==> src/rtl/ckstop_pkg.sv <==
package ckstop_pkg;

  // Error sources seen by the controller
  localparam int unsigned NUM_SRC = 4;
  localparam int unsigned SRC_IC  = 0;
  localparam int unsigned SRC_DC  = 1;
  localparam int unsigned SRC_L2  = 2;
  localparam int unsigned SRC_SNP = 3;

  // Register select codes
  localparam logic REG_A = 1'b0;
  localparam logic REG_B = 1'b1;

  typedef logic [NUM_SRC-1:0] src_vec_t;

  // Register that holds the enable for a source
  function automatic logic src_reg(int unsigned id);
    return (id == SRC_SNP) ? REG_B : REG_A;
  endfunction

  // Enable position in big-endian numbering (bit 0 = MSB)
  function automatic int unsigned src_be_pos(int unsigned id);
    case (id)
      SRC_IC:  return 29;
      SRC_DC:  return 30;
      SRC_L2:  return 31;
      default: return 22;
    endcase
  endfunction

  // Same position as a little-endian vector index
  function automatic int unsigned src_bit(int unsigned w, int unsigned id);
    return w - 1 - src_be_pos(id);
  endfunction

endpackage

==> src/rtl/ckstop_rst_sync.sv <==
module ckstop_rst_sync #(
  parameter int unsigned STAGES = 2
) (
  input  logic clk_i,
  input  logic rst_ni,
  output logic rst_no
);

  logic [STAGES-1:0] sync_q;
  logic [STAGES-1:0] sync_d;

  always_comb begin
    sync_d = {sync_q[STAGES-2:0], 1'b1};
  end

  always_ff @(posedge clk_i or negedge rst_ni) begin
    if (!rst_ni) sync_q <= '0;
    else         sync_q <= sync_d;
  end

  assign rst_no = sync_q[STAGES-1];

endmodule

==> src/rtl/ckstop_cfg_regs.sv <==
module ckstop_cfg_regs
  import ckstop_pkg::*;
#(
  parameter int unsigned CFG_W = 32
) (
  input  logic             clk_i,
  input  logic             rst_ni,
  input  logic             wr_en_i,
  input  logic             reg_sel_i,
  input  logic [CFG_W-1:0] wdata_i,
  output src_vec_t         en_o,
  output logic [CFG_W-1:0] rdata_o
);

  src_vec_t en_q;
  src_vec_t en_d;
  src_vec_t wr_hit;
  logic     unused_wdata;

  for (genvar g = 0; g < NUM_SRC; g++) begin : g_src
    localparam int unsigned BIT = src_bit(CFG_W, g);
    localparam logic        SEL = src_reg(g);
    assign wr_hit[g] = wr_en_i && (reg_sel_i == SEL);
    assign en_d[g]   = wr_hit[g] ? wdata_i[BIT] : en_q[g];
  end

  // Only the enable positions are stored
  assign unused_wdata = ^wdata_i;

  always_ff @(posedge clk_i or negedge rst_ni) begin
    if (!rst_ni)      en_q <= '0;
    else if (|wr_hit) en_q <= en_d;
  end

  always_comb begin
    rdata_o = '0;
    for (int unsigned g = 0; g < NUM_SRC; g++) begin
      if (reg_sel_i == src_reg(g)) rdata_o[src_bit(CFG_W, g)] = en_q[g];
    end
  end

  assign en_o = en_q;

endmodule

==> src/rtl/ckstop_src_gate.sv <==
module ckstop_src_gate
  import ckstop_pkg::*;
(
  input  src_vec_t strobe_i,
  input  src_vec_t en_i,
  output logic     hit_o
);

  src_vec_t gated;

  for (genvar g = 0; g < NUM_SRC; g++) begin : g_gate
    assign gated[g] = strobe_i[g] & en_i[g];
  end

  assign hit_o = |gated;

endmodule

==> src/rtl/ckstop_core.sv <==
module ckstop_core #(
  parameter int unsigned N_OE = 8
) (
  input  logic            clk_i,
  input  logic            rst_ni,
  input  logic            hit_i,
  input  logic            ext_i,
  input  logic [N_OE-1:0] oe_req_i,
  output logic            stop_o,
  output logic            halt_o,
  output logic [N_OE-1:0] oe_o
);

  logic stop_q;
  logic stop_d;
  logic stop_ce;

  // Once set, the flag never needs another clock enable
  assign stop_ce = ~stop_q;

  always_comb begin
    stop_d = hit_i | ext_i;
  end

  always_ff @(posedge clk_i or negedge rst_ni) begin
    if (!rst_ni)      stop_q <= 1'b0;
    else if (stop_ce) stop_q <= stop_d;
  end

  for (genvar i = 0; i < N_OE; i++) begin : g_oe
    assign oe_o[i] = oe_req_i[i] & ~stop_q;
  end

  assign stop_o = stop_q;
  assign halt_o = stop_q;

endmodule

==> src/rtl/ckstop_ctrl.sv <==
module ckstop_ctrl
  import ckstop_pkg::*;
#(
  parameter int unsigned CFG_W       = 32,
  parameter int unsigned N_OE        = 8,
  parameter int unsigned SYNC_STAGES = 2
) (
  input  logic             clk,
  input  logic             rst_n,
  input  logic             ext_stop_i,
  input  logic             par_icache_i,
  input  logic             par_dcache_i,
  input  logic             par_l2tag_i,
  input  logic             snoop_lock_hit_i,
  input  logic             cfg_we_i,
  input  logic             cfg_sel_i,
  input  logic [CFG_W-1:0] cfg_wdata_i,
  output logic [CFG_W-1:0] cfg_rdata_o,
  input  logic [N_OE-1:0]  bus_oe_req_i,
  output logic [N_OE-1:0]  bus_oe_o,
  output logic             stop_out_o,
  output logic             core_halt_o
);

  logic     rst_int_n;
  src_vec_t src_strobe;
  src_vec_t src_en;
  logic     any_hit;

  assign src_strobe[SRC_IC]  = par_icache_i;
  assign src_strobe[SRC_DC]  = par_dcache_i;
  assign src_strobe[SRC_L2]  = par_l2tag_i;
  assign src_strobe[SRC_SNP] = snoop_lock_hit_i;

  ckstop_rst_sync #(.STAGES(SYNC_STAGES)) u_rst_sync (
    .clk_i  (clk),
    .rst_ni (rst_n),
    .rst_no (rst_int_n)
  );

  ckstop_cfg_regs #(.CFG_W(CFG_W)) u_cfg (
    .clk_i     (clk),
    .rst_ni    (rst_int_n),
    .wr_en_i   (cfg_we_i),
    .reg_sel_i (cfg_sel_i),
    .wdata_i   (cfg_wdata_i),
    .en_o      (src_en),
    .rdata_o   (cfg_rdata_o)
  );

  ckstop_src_gate u_gate (
    .strobe_i (src_strobe),
    .en_i     (src_en),
    .hit_o    (any_hit)
  );

  ckstop_core #(.N_OE(N_OE)) u_core (
    .clk_i    (clk),
    .rst_ni   (rst_int_n),
    .hit_i    (any_hit),
    .ext_i    (ext_stop_i),
    .oe_req_i (bus_oe_req_i),
    .stop_o   (stop_out_o),
    .halt_o   (core_halt_o),
    .oe_o     (bus_oe_o)
  );

endmodule

==> config.mk <==
export PLATFORM = sky130hd
export DESIGN_NAME = ckstop_ctrl
export DESIGN_NICKNAME = d
export VERILOG_FILES = /design/src/rtl/ckstop_pkg.sv /design/src/rtl/ckstop_rst_sync.sv /design/src/rtl/ckstop_cfg_regs.sv /design/src/rtl/ckstop_src_gate.sv /design/src/rtl/ckstop_core.sv /design/src/rtl/ckstop_ctrl.sv
export SDC_FILE = /design/constraint.sdc
export NUM_CORES = 1
export LEC_CHECK = 0
export ABC_AREA = 1
export BUFFER_PORTS_ARGS = -buffer_cell sky130_fd_sc_hd__buf_2
export CORE_MARGIN = 3
export CORE_UTILIZATION = 26
export CTS_BUF_LIST = sky130_fd_sc_hd__clkbuf_16
export DETAILED_ROUTE_END_ITERATION = 12
export GPL_TIMING_DRIVEN = 0
export PLACE_DENSITY = 0.75
export SYNTH_ARGS = -nofsm -noshare
export SYNTH_HDL_FRONTEND = slang
export SYNTH_SLANG_ARGS = --single-unit
==> constraint.sdc <==
create_clock -name clk -period 0.8 [get_ports clk]
set_clock_uncertainty 0.15 [all_clocks]
set_input_delay 0.04 -clock clk [delete_from_list [all_inputs] [get_ports clk]]
set_output_delay 0.04 -clock clk [all_outputs]
set_load 0.01 [all_outputs]
## After elaboration in Yosys (flattened, before gate mapping)

Cells that the tools add are included.

- Register bits after elaboration: 7
- Output and inout bits: 42

- $add $sub $neg: 4
- Magnitude comparators: 8
- Mux-type cells: 20
- Bitwise operators: 16
- Reduce and logical (&&, ||, !) cells: 10

Operators by type and width:

| kind | count |
|---|---|
| 32-bit 2-to-1 mux | 8 |
| 32-bit by 1-bit >= comparator with 1-bit output (second input constant) | 4 |
| 32-bit by 6-bit < comparator with 1-bit output (second input constant) | 4 |
| 5-bit by 32-bit subtractor with 32-bit output (first input constant) | 4 |
| 32-bit bitwise mux | 3 |
| 32-bit AND | 1 |
| 1-bit demux with 5-bit select | 4 |
| 1-bit AND | 12 |
| 1-bit logical AND | 6 |
| 1-bit 2-to-1 mux | 5 |
| 2-bit AND reduction | 2 |
| 4-bit OR reduction | 1 |
| 1-bit NOT | 2 |
| 2-bit OR reduction | 1 |
| 1-bit bitwise OR | 1 |

## Longest topological paths before layout

Gate-level depths: netlist of run 1.

- Depth in word-level cells: 14
- Mapped depth: 5
- Gate-level depth less buffers: 4

## Cells and area by module

A second synthesis of run 1 with hierarchy kept.

- Cells, all modules: 90
- Area, all modules: 613.1 um^2

By module, submodules not included:

| module | instances | cells an instance | area each (um^2) |
|---|---|---|---|
| ckstop_cfg_regs | 1 | 56 | 407.9 |
| ckstop_core | 1 | 22 | 117.6 |
| ckstop_rst_sync | 1 | 3 | 53.8 |
| ckstop_src_gate | 1 | 9 | 33.8 |

## Least setup slack after synthesis of run 1

No wires, ideal clock.

- Kind: register -> register
- From: reg u_core.stop_q, in the netlist u_core.halt_o
- To: reg u_core.stop_q, in the netlist u_core.halt_o
- Setup time: 0.119 ns
- Data arrival time: 0.791 ns
- Data required time: 0.531 ns
- Slack: -0.260 ns
- Stages on the path, launching flop included: 6
- Period minus slack after synthesis: 1.060 ns
- Path through: dfrtp_1 -> buf_2 -> nor2_1 -> nand2_1 -> inv_1 -> nand2_1

- Cells in the longest elaborated chain, start to end: 1

Ends and longest elaborated chain:

| what | RTL line | text |
|---|---|---|
| from (decl) | ckstop_core.sv:14 | `logic stop_q;` |
| from (signal assigned) | ckstop_core.sv:27 | `else if (stop_ce) stop_q <= stop_d;` |
| 1-bit 2-to-1 mux | ckstop_core.sv:27 |  |

No other way between the ends.
A chain may end at the register's enable or synchronous reset.

## Worst setup path after layout of run 1

- From: reg u_core.stop_q, in the netlist u_core.halt_o
- To: out bus_oe_o[7]

- Cells in the longest elaborated chain, start to end: 2

Ends and longest elaborated chain:

| what | RTL line | text |
|---|---|---|
| 1-bit NOT | ckstop_core.sv:31 | `assign oe_o[i] = oe_req_i[i] & ~stop_q;` |
| 1-bit AND | ckstop_core.sv:31 |  |
| to (decl) | ckstop_ctrl.sv:20 | `output logic [N_OE-1:0] bus_oe_o,` |

No other way between the ends.

==> results of run 1 <==
## cell type report
| cell class | instances | area, sq um |
|---|---|---|
| Fill cell | 216 | 949.7 |
| Clock buffer | 3 | 75.07 |
| Timing Repair Buffer | 38 | 257.7 |
| Multi-Input combinational cell | 64 | 297.8 |
| Sequential cell | 7 | 175.2 |
| Clock inverter | 1 | 3.754 |
| Inverter | 15 | 56.30 |
| Tap cell | 27 | 33.78 |
| Buffer | 30 | 232.7 |
## worst max-delay path, cell delays in order (launching register included)
cell and delay, ns:
dfrtp_1 0.41, buf_6 0.16, nor2_4 0.10, buf_6 0.10
## where the power goes
group          leakage [nW]  total, mW  internal [mW]  switching [mW]
sequential           0.0815      0.414          0.387          0.0272
combinational         0.605      0.350          0.178           0.172
clock                0.0423      0.826          0.649           0.177
## layout by cell type (no fill, tap or decap)
cell,n
dfrtp_1,7
clkbuf_16,3
nor2_1,6
dlygate4sd3_1,1
inv_2,1
nor2_4,6
inv_1,15
buf_4,28
buf_6,12
nand2_2,2
nor2_2,1
nand2_1,16
nand3_1,4
conb_1,29
buf_2,27
## routing by layer
layer  up-vias  track usage, %  part of all wire, %  wire length (microns)
met5         -               0                    0                      0
met4         0           6.224                  1.7                     26
met3         4           2.216                   12                    179
met2        36           20.56                   57                    865
met1       259           9.934                   30                    452
li1        334               -                    -                      -
## what timing repair did
item	in CTS	in global routing
setup endpoints to repair	15	18
setup buffers	2	0
gates cloned	0	1
pin swaps	1	12
gates resized for setup	3	22
endpoints found under the hold margin	12	12
## Yosys cell counts (all sizes together)
cell	n
buf	30
nand2	18
inv	15
nor2	13
dfrtp	7
nand3	4
conb	2
## logic make-up (layout without fill, tap and decap cells)
group	after synthesis	after routing
buffers and inverters	45	87
flip-flops	7	7
other	2	29
AND/OR/NAND/NOR	35	35
## sequential cells by signal, summed over array words and instances, names as in the netlist
signal	count
u_core.halt_o	1
u_rst_sync.sync_q	2
u_cfg.en_o	4
## worst min-delay path by stage
stage,end,slack [ns],depth (start not counted)
after floorplan,u_rst_sync.sync_q[0],-0.41,0
after global placement,u_rst_sync.sync_q[0],-0.32,1
after detailed placement,u_rst_sync.sync_q[0],-0.32,1
after CTS,u_cfg.en_o[0],-0.10,3
after global routing,u_cfg.en_o[1],-0.1,3
final,u_cfg.en_o[0],-0.10,3
==> flow_summary.rst, run 1 <==
.. list-table::
   :header-rows: 1

   * - Metric
     - Value
   * - Aggregate global-route resource usage
     - 10.57%
   * - DIE WIDTH
     - 54.06 microns
   * - Floorplan die area
     - 2922 sq um
   * - Max rail drop VDD
     - 1387 uV
   * - Average wire per cell in the routed design
     - 8.232 microns
   * - Largest fanout on the critical path
     - 5
   * - Worst Path Class, Setup
     - flip-flop to primary output
   * - Antenna viol nets, final
     - 0
   * - Overall power of the completed layout
     - 1.591 mW
   * - Post-layout util
     - 54.39%
   * - Dominant combinational cell family by area after synthesis
     - buffers and inverters
   * - Simple logic cell fraction of the synthesized area
     - 23.13%
   * - Number of search-and-repair iterations in the first detailed-routing pass
     - 1
   * - Cell variety after synth
     - 10
   * - Reg-to-reg critical path startpoint
     - u_core.halt_o
   * - Startpoint of the lowest-slack hold path
     - cfg_wdata_i[2]
   * - Average size of a mapped cell
     - 6.748 sq um
   * - Final hold violation count
     - 12
   * - Wire length of the first global-routing pass
     - 2249 microns
   * - Data required time at the worst endpoint
     - 0.61 ns
   * - Setup crit end kind
     - primary output
   * - Hold_ws
     - -0.1036 ns
   * - Post-synthesis mux area share
     - 0%
   * - Clock-pin slew of the registers on the worst-case setup and hold paths
     - 0.03 ns
   * - CTS Buf Count
     - 3
   * - Adder and majority cell fraction of the synthesized area
     - 0%
   * - Number of sinks handled by clock tree synthesis
     - 7
   * - Count of max-cap constraint violations
     - 0
   * - Leakage
     - 0.7285 nW
   * - Drt initial violations
     - 0
   * - Reg2reg path depth
     - 5
   * - Capture point of the critical path
     - bus_oe_o[7]
   * - Number of warnings reported in the yosys synthesis log
     - 0
   * - Vias per cell
     - 3.422
   * - Area of all placed cells without fillers
     - 1132 sq um
   * - Share of the synthesized netlist area taken by xor and xnor gates
     - 0%
   * - Placed Area
     - 912.1 sq um
   * - Final weighted congestion in routability-driven placement
     - 0.7553
   * - Total half-perimeter wirelength after legalization and detailed placement
     - 1269 microns
   * - Highest Clock Rate
     - 836.6 MHz
   * - Post-Layout Cell Count
     - 185
   * - Setup Slack @ Placement
     - -0.2254 ns
   * - Startpoint of the worst setup timing path
     - u_core.halt_o
   * - Maximum number of pins on one net before global-route repair
     - 10
   * - Path category of the worst min-delay check
     - input pin to flip-flop
   * - DRC violations left
     - 0
   * - Setup violators final
     - 16
   * - Result of the run
     - complete, but fails checks
   * - Worst setup SP type
     - flip-flop
   * - Hold buffer count at cts
     - 1
   * - Clock tree from TritonCTS
     - done
   * - Proportion of synthesized chip area in sequential cells
     - 29.17%
   * - Routed WL
     - 1523 microns
   * - Flip-flop and latch count after synthesis
     - 7
   * - Yosys top cell area share
     - 36.25%
   * - Final critical path time including I/O delays and setup
     - 1.195 ns
   * - Failing checks
     - hold timing, setup timing
   * - Top cell type by total area after synthesis
     - buf_4
   * - Clock latency on the worst-skew pair
     - 0.23 ns
   * - Initial Util
     - 28.85%
   * - Flop2flop setup slack
     - -0.22 ns
   * - Number of input and output port buffers inserted
     - 34
   * - Cell chosen for the clock root
     - clkbuf_16
   * - Vert. Die Dim
     - 54.06 microns
   * - Synth Area in Compound Gates
     - 0%
   * - Synth area leaders
     - buf_4 (36%), dfrtp_1 (29%), nand2_1 (11%), inv_1 (8.8%), nor2_1 (8.1%)
   * - Aggregate negative setup slack
     - -4.939 ns
   * - Power density cells
     - 1405 nW/um^2
   * - Final setup slack of the worst path
     - -0.3953 ns
   * - Core ar.
     - 2082 sq um
   * - I/O pin cnt
     - 91
   * - Maximum level of the CTS H-tree
     - 1
   * - Number of instances in the synthesized netlist
     - 89
   * - Overall overflow remaining after global route
     - 0
   * - End of the worst register-to-register path
     - u_core.halt_o
   * - Initial antenna violation count
     - 0
   * - Placement row count
     - 16
   * - Total standard cell area after synthesis
     - 600.6 sq um
   * - Number of cells after detailed placement
     - 177
   * - Endpoint arrival time on the critical path
     - 1.01 ns
   * - Clock buffer depth
     - 2
   * - Layout Area Growth over Synthesis
     - 88.54%
   * - Post-route clock period utilization
     - 149.4%
   * - Fraction of final layout cells sized beyond drive strength 1
     - 50.63%
   * - Number of antenna cells inserted
     - 0
   * - Vias
     - 633
   * - Max-slew violation count
     - 0
   * - Count of nets after finishing
     - 208
   * - Via count of the first global-routing pass
     - 565
   * - RSZ-0062 raised after global routing
     - yes
Power figures use the tool's default switching activity.
==> inputs of run 2 (changes only) <==
--- a/config.mk
+++ b/config.mk
@@ -5,14 +5,13 @@
 export SDC_FILE = /design/constraint.sdc
 export NUM_CORES = 1
 export LEC_CHECK = 0
-export ABC_AREA = 1
 export BUFFER_PORTS_ARGS = -buffer_cell sky130_fd_sc_hd__buf_2
 export CORE_MARGIN = 3
-export CORE_UTILIZATION = 26
+export CORE_UTILIZATION = 25
 export CTS_BUF_LIST = sky130_fd_sc_hd__clkbuf_16
 export DETAILED_ROUTE_END_ITERATION = 12
 export GPL_TIMING_DRIVEN = 0
-export PLACE_DENSITY = 0.75
+export PLACE_DENSITY = 0.74
 export SYNTH_ARGS = -nofsm -noshare
 export SYNTH_HDL_FRONTEND = slang
 export SYNTH_SLANG_ARGS = --single-unit
==> run 2 against run 1 <==
The run still ends with hold timing, setup timing left. Hold slack got worse by 0.025 ns. Critical path depth decreased by 1. Synthesized cell count decreased by 34%. Non-clock buffer count decreased by 4. Wire length decreased by 14%. First-iteration DRC count increased by 3. Sequential cell count unchanged. Sequential share of layout area increased by 2.1 points. Sequential power increased by 2%. Fmax increased by 1.8%. Critical path type unchanged. Critical endpoint is now bus_oe_o[6]. Largest power group unchanged. Highest routed layer unchanged.
==> flow_summary.rst, run 2 <==
.. list-table::
   :header-rows: 1

   * - Metric
     - Value
   * - Result of the run
     - complete, but fails checks (unchanged)
   * - Failing checks
     - hold timing, setup timing (unchanged)
   * - Uppermost metal layer occupied by signal nets
     - met4 (unchanged)
   * - Maximum level of the CTS H-tree
     - 1 (unchanged)
   * - Initial Util
     - 27.49% (was 28.85%)
   * - Clock tree from TritonCTS
     - done (unchanged)
   * - Number of cells after detailed placement
     - 147 (was 177)
   * - Final weighted congestion in routability-driven placement
     - 0.6742 (was 0.7553)
   * - Cell type group with the largest total delay on the critical path
     - flip-flops (unchanged)
   * - Instance count along the most critical hold path
     - 3 (unchanged)
   * - Count of max-cap constraint violations
     - 0 (unchanged)
   * - Aggregate negative setup slack
     - -5.481 ns (was -4.939 ns)
   * - I/O pin cnt
     - 91 (unchanged)
   * - Final setup slack of the worst path
     - -0.3737 ns (was -0.3953 ns)
   * - End of the worst register-to-register path
     - u_core.halt_o (unchanged)
   * - Hold buffer count at cts
     - 1 (unchanged)
   * - Post-route clock period utilization
     - 146.7% (was 149.4%)
   * - Path category of the worst min-delay check
     - input pin to flip-flop (unchanged)
   * - DIE WIDTH
     - 53.62 microns (was 54.06 microns)
   * - Floorplan die area
     - 2875 sq um (was 2922 sq um)
   * - Power density cells
     - 1607 nW/um^2 (was 1405 nW/um^2)
   * - Drt initial violations
     - 3 (was 0)
   * - Aggregate global-route resource usage
     - 9.502% (was 10.57%)
   * - Largest fanout on the critical path
     - 11 (was 5)
   * - Buffers and inverters on the worst path
     - 1 (was 2)
   * - Proportion of synthesized chip area in sequential cells
     - 30.91% (was 29.17%)
   * - Number of search-and-repair iterations in the first detailed-routing pass
     - 5 (was 1)
   * - Largest stage delay on the critical path
     - 0.47 ns (was 0.41 ns)
   * - Most used cells in the layout excluding fill and tap cells
     - buf_2 (30), buf_4 (29), conb_1 (29), nor2b_1 (6), dfrtp_1 (6) (was conb_1 (29), buf_4 (28), buf_2 (27), nand2_1 (16), inv_1 (15))
   * - Number of antenna cells inserted
     - 0 (unchanged)
   * - Primary FF master, synth
     - dfrtp_1 (unchanged)
   * - Highest Clock Rate
     - 852.0 MHz (was 836.6 MHz)
   * - Number of input and output port buffers inserted
     - 34 (unchanged)
   * - Most frequent standard cell in the layout excluding fill and tap cells
     - buf_2 (was conb_1)
   * - Clock-pin slew of the registers on the worst-case setup and hold paths
     - 0.03 ns (about the same)
   * - Max rail drop VDD
     - 1389 uV (was 1387 uV)
   * - Data required time at the worst endpoint
     - 0.61 ns (about the same)
   * - Total half-perimeter wirelength after legalization and detailed placement
     - 1193 microns (was 1269 microns)
   * - Layout Area Growth over Synthesis
     - 77.26% (was 88.54%)
   * - Cell chosen for the clock root
     - clkbuf_16 (unchanged)
   * - Flop2flop setup slack
     - -0.33 ns (was -0.22 ns)
   * - Startpoint of the lowest-slack hold path
     - ext_stop_i (was cfg_wdata_i[2])
   * - Number of warnings reported in the yosys synthesis log
     - 0 (unchanged)
   * - Number of instances in the synthesized netlist
     - 59 (was 89)
   * - Cell with the most instances after synthesis
     - buf_4 (unchanged)
   * - Overall overflow remaining after global route
     - 0 (unchanged)
   * - Reg2reg path depth
     - 2 (was 5)
   * - Most instantiated cells after synthesis
     - buf_4 (29), nor2b_1 (8), dfrtp_1 (7) (was buf_4 (29), nand2_1 (17), inv_1 (14))
   * - Number of sinks handled by clock tree synthesis
     - 7 (unchanged)
   * - Vert. Die Dim
     - 53.62 microns (was 54.06 microns)
   * - Setup Slack @ Placement
     - -0.3069 ns (was -0.2254 ns)
   * - Met1 WL
     - 403 microns (was 452 microns)
   * - Async set-reset flop share out of synthesis
     - 100.0% (unchanged)
   * - Yosys top cell area share
     - 38.41% (was 36.25%)
   * - CP max stage cell
     - dfrtp_2 (was dfrtp_1)
   * - CTS Buf Count
     - 3 (unchanged)
   * - Average size of a mapped cell
     - 9.607 sq um (was 6.748 sq um)
   * - Post-Layout Cell Count
     - 152 (was 185)
   * - Endpoint of the worst hold path
     - u_core.halt_o (was u_cfg.en_o[0])
   * - RSZ-0062 raised after global routing
     - yes (unchanged)
   * - Wire length of the first global-routing pass
     - 1904 microns (was 2249 microns)
   * - Setup violators final
     - 19 (was 16)
   * - Met3 wire length
     - 270 microns (was 179 microns)
   * - Total standard cell area after synthesis
     - 566.8 sq um (was 600.6 sq um)
   * - Reg-to-reg critical path startpoint
     - u_cfg.en_o[0] (was u_core.halt_o)
   * - Initial antenna violation count
     - 0 (unchanged)
   * - Average wire per cell in the routed design
     - 8.658 microns (was 8.232 microns)
   * - Vias per cell
     - 3.441 (was 3.422)
   * - Final hold violation count
     - 12 (unchanged)
   * - Max-slew violation count
     - 0 (unchanged)
   * - DRC violations left
     - 0 (unchanged)
   * - Routed length on met2
     - 630 microns (was 865 microns)
   * - Vias
     - 523 (was 633)
   * - Final critical path time including I/O delays and setup
     - 1.174 ns (was 1.195 ns)
   * - Antenna viol nets, final
     - 0 (unchanged)
   * - Buffer count from post-CTS setup fixing
     - 0 (was 2)
   * - Clock buffer depth
     - 2 (unchanged)
   * - Core ar.
     - 2062 sq um (was 2082 sq um)
   * - Placement row count
     - 16 (unchanged)
   * - Maximum number of pins on one net before global-route repair
     - 12 (was 10)
   * - Synth area leaders
     - buf_4 (38%), dfrtp_1 (31%), nor2b_1 (8.8%), mux2_1 (6.0%), and2b_2 (4.6%) (was buf_4 (36%), dfrtp_1 (29%), nand2_1 (11%), inv_1 (8.8%), nor2_1 (8.1%))
   * - Fraction of final layout cells sized beyond drive strength 1
     - 62.40% (was 50.63%)
   * - Leakage
     - 0.6031 nW (was 0.7285 nW)
   * - Cell variety after synth
     - 12 (was 10)
   * - Setup crit end kind
     - primary output (unchanged)
   * - Worst setup SP type
     - flip-flop (unchanged)
   * - Count of nets after finishing
     - 175 (was 208)
   * - Flip-flop and latch count after synthesis
     - 7 (unchanged)
   * - Worst Path Class, Setup
     - flip-flop to primary output (unchanged)
   * - Hold_ws
     - -0.1285 ns (was -0.1036 ns)
   * - Via count of the first global-routing pass
     - 477 (was 565)
   * - Ordered cell list for the critical path
     - nor2b_1, buf_2 (was buf_6, nor2_4, buf_6)
   * - Top cell type by total area after synthesis
     - buf_4 (unchanged)
   * - Endpoint arrival time on the critical path
     - 0.98 ns (was 1.01 ns)
   * - Number of enable flip-flop cells after synthesis
     - 0 (unchanged)
   * - Clock latency on the worst-skew pair
     - 0.23 ns (about the same)
   * - Routed WL
     - 1316 microns (was 1523 microns)
   * - Largest register FFs
     - 4 (unchanged)
[run 2: tightest hold or removal path, delay by kind of cell]
family | cells | cell delay (ns)
AOI/OAI and AO/OA | 1 | 0.04
buffers and inverters | 1 | 0.08
and+or+nand+nor | 1 | 0.05
[run 2: layout make-up]
type                            instances  area (sq um)
Tap cell                               27         33.78
Clock buffer                            3         75.07
Buffer                                 29         217.7
Timing Repair Buffer                   35         205.2
Sequential cell                         7         176.4
Clock inverter                          1         3.754
Fill cell                             184          1057
Multi-Input combinational cell         50         292.8
[run 2: timing repair]
action,CTS,global route
endpoints found under the setup margin,19,19
endpoints found under the hold margin,12,12
pin swaps,1,0
resized for setup,6,0
[run 2: power breakdown]
group          internal, mW  switching [mW]
clock                 0.648           0.169
sequential            0.392          0.0302
combinational         0.235           0.141
[run 2: through the flow]
stage / hold WS (ns) / utilization [%] / instance area, sq um / power (mW)
floorplan: -0.4056 / - / 681.9 / 0.6654
global placement: -0.3235 / 42.96 / 885.9 / 0.7496
detailed placement: -0.3173 / 42.96 / 885.9 / 0.7539
CTS: -0.1228 / 48.73 / 1005 / 1.630
global route: -0.1140 / 48.73 / 1005 / 1.695
finish: -0.1285 / 48.73 / 1005 / 1.614
[run 2: layer usage]
layer	up-vias	global-route usage (%)
li1	259	-
met5	-	0
met1	209	8.277
met3	2	2.493
met4	0	6.383
met2	53	18.57
[run 2: worst max-delay path by stage]
stage                              from       endpoint  depth (start not counted)
final                     u_core.halt_o    bus_oe_o[6]                          2
after global routing      u_core.halt_o    bus_oe_o[6]                          2
after CTS                 u_core.halt_o    bus_oe_o[6]                          2
after detailed placement  u_cfg.en_o[0]  u_core.halt_o                          2
after global placement    u_cfg.en_o[2]  u_core.halt_o                          2
after floorplan           u_cfg.en_o[0]  u_core.halt_o                          2
[run 2: cells by family after synthesis]
| group | Yosys count | synth area share (%) |
|---|---|---|
| AOI/OAI and AO/OA | 2 | 3.091 |
| buffers and inverters | 29 | 38.41 |
| DFF | 7 | 30.91 |
| muxes | 4 | 8.608 |
| other | 2 | 1.325 |
| and+or+nand+nor | 15 | 17.66 |
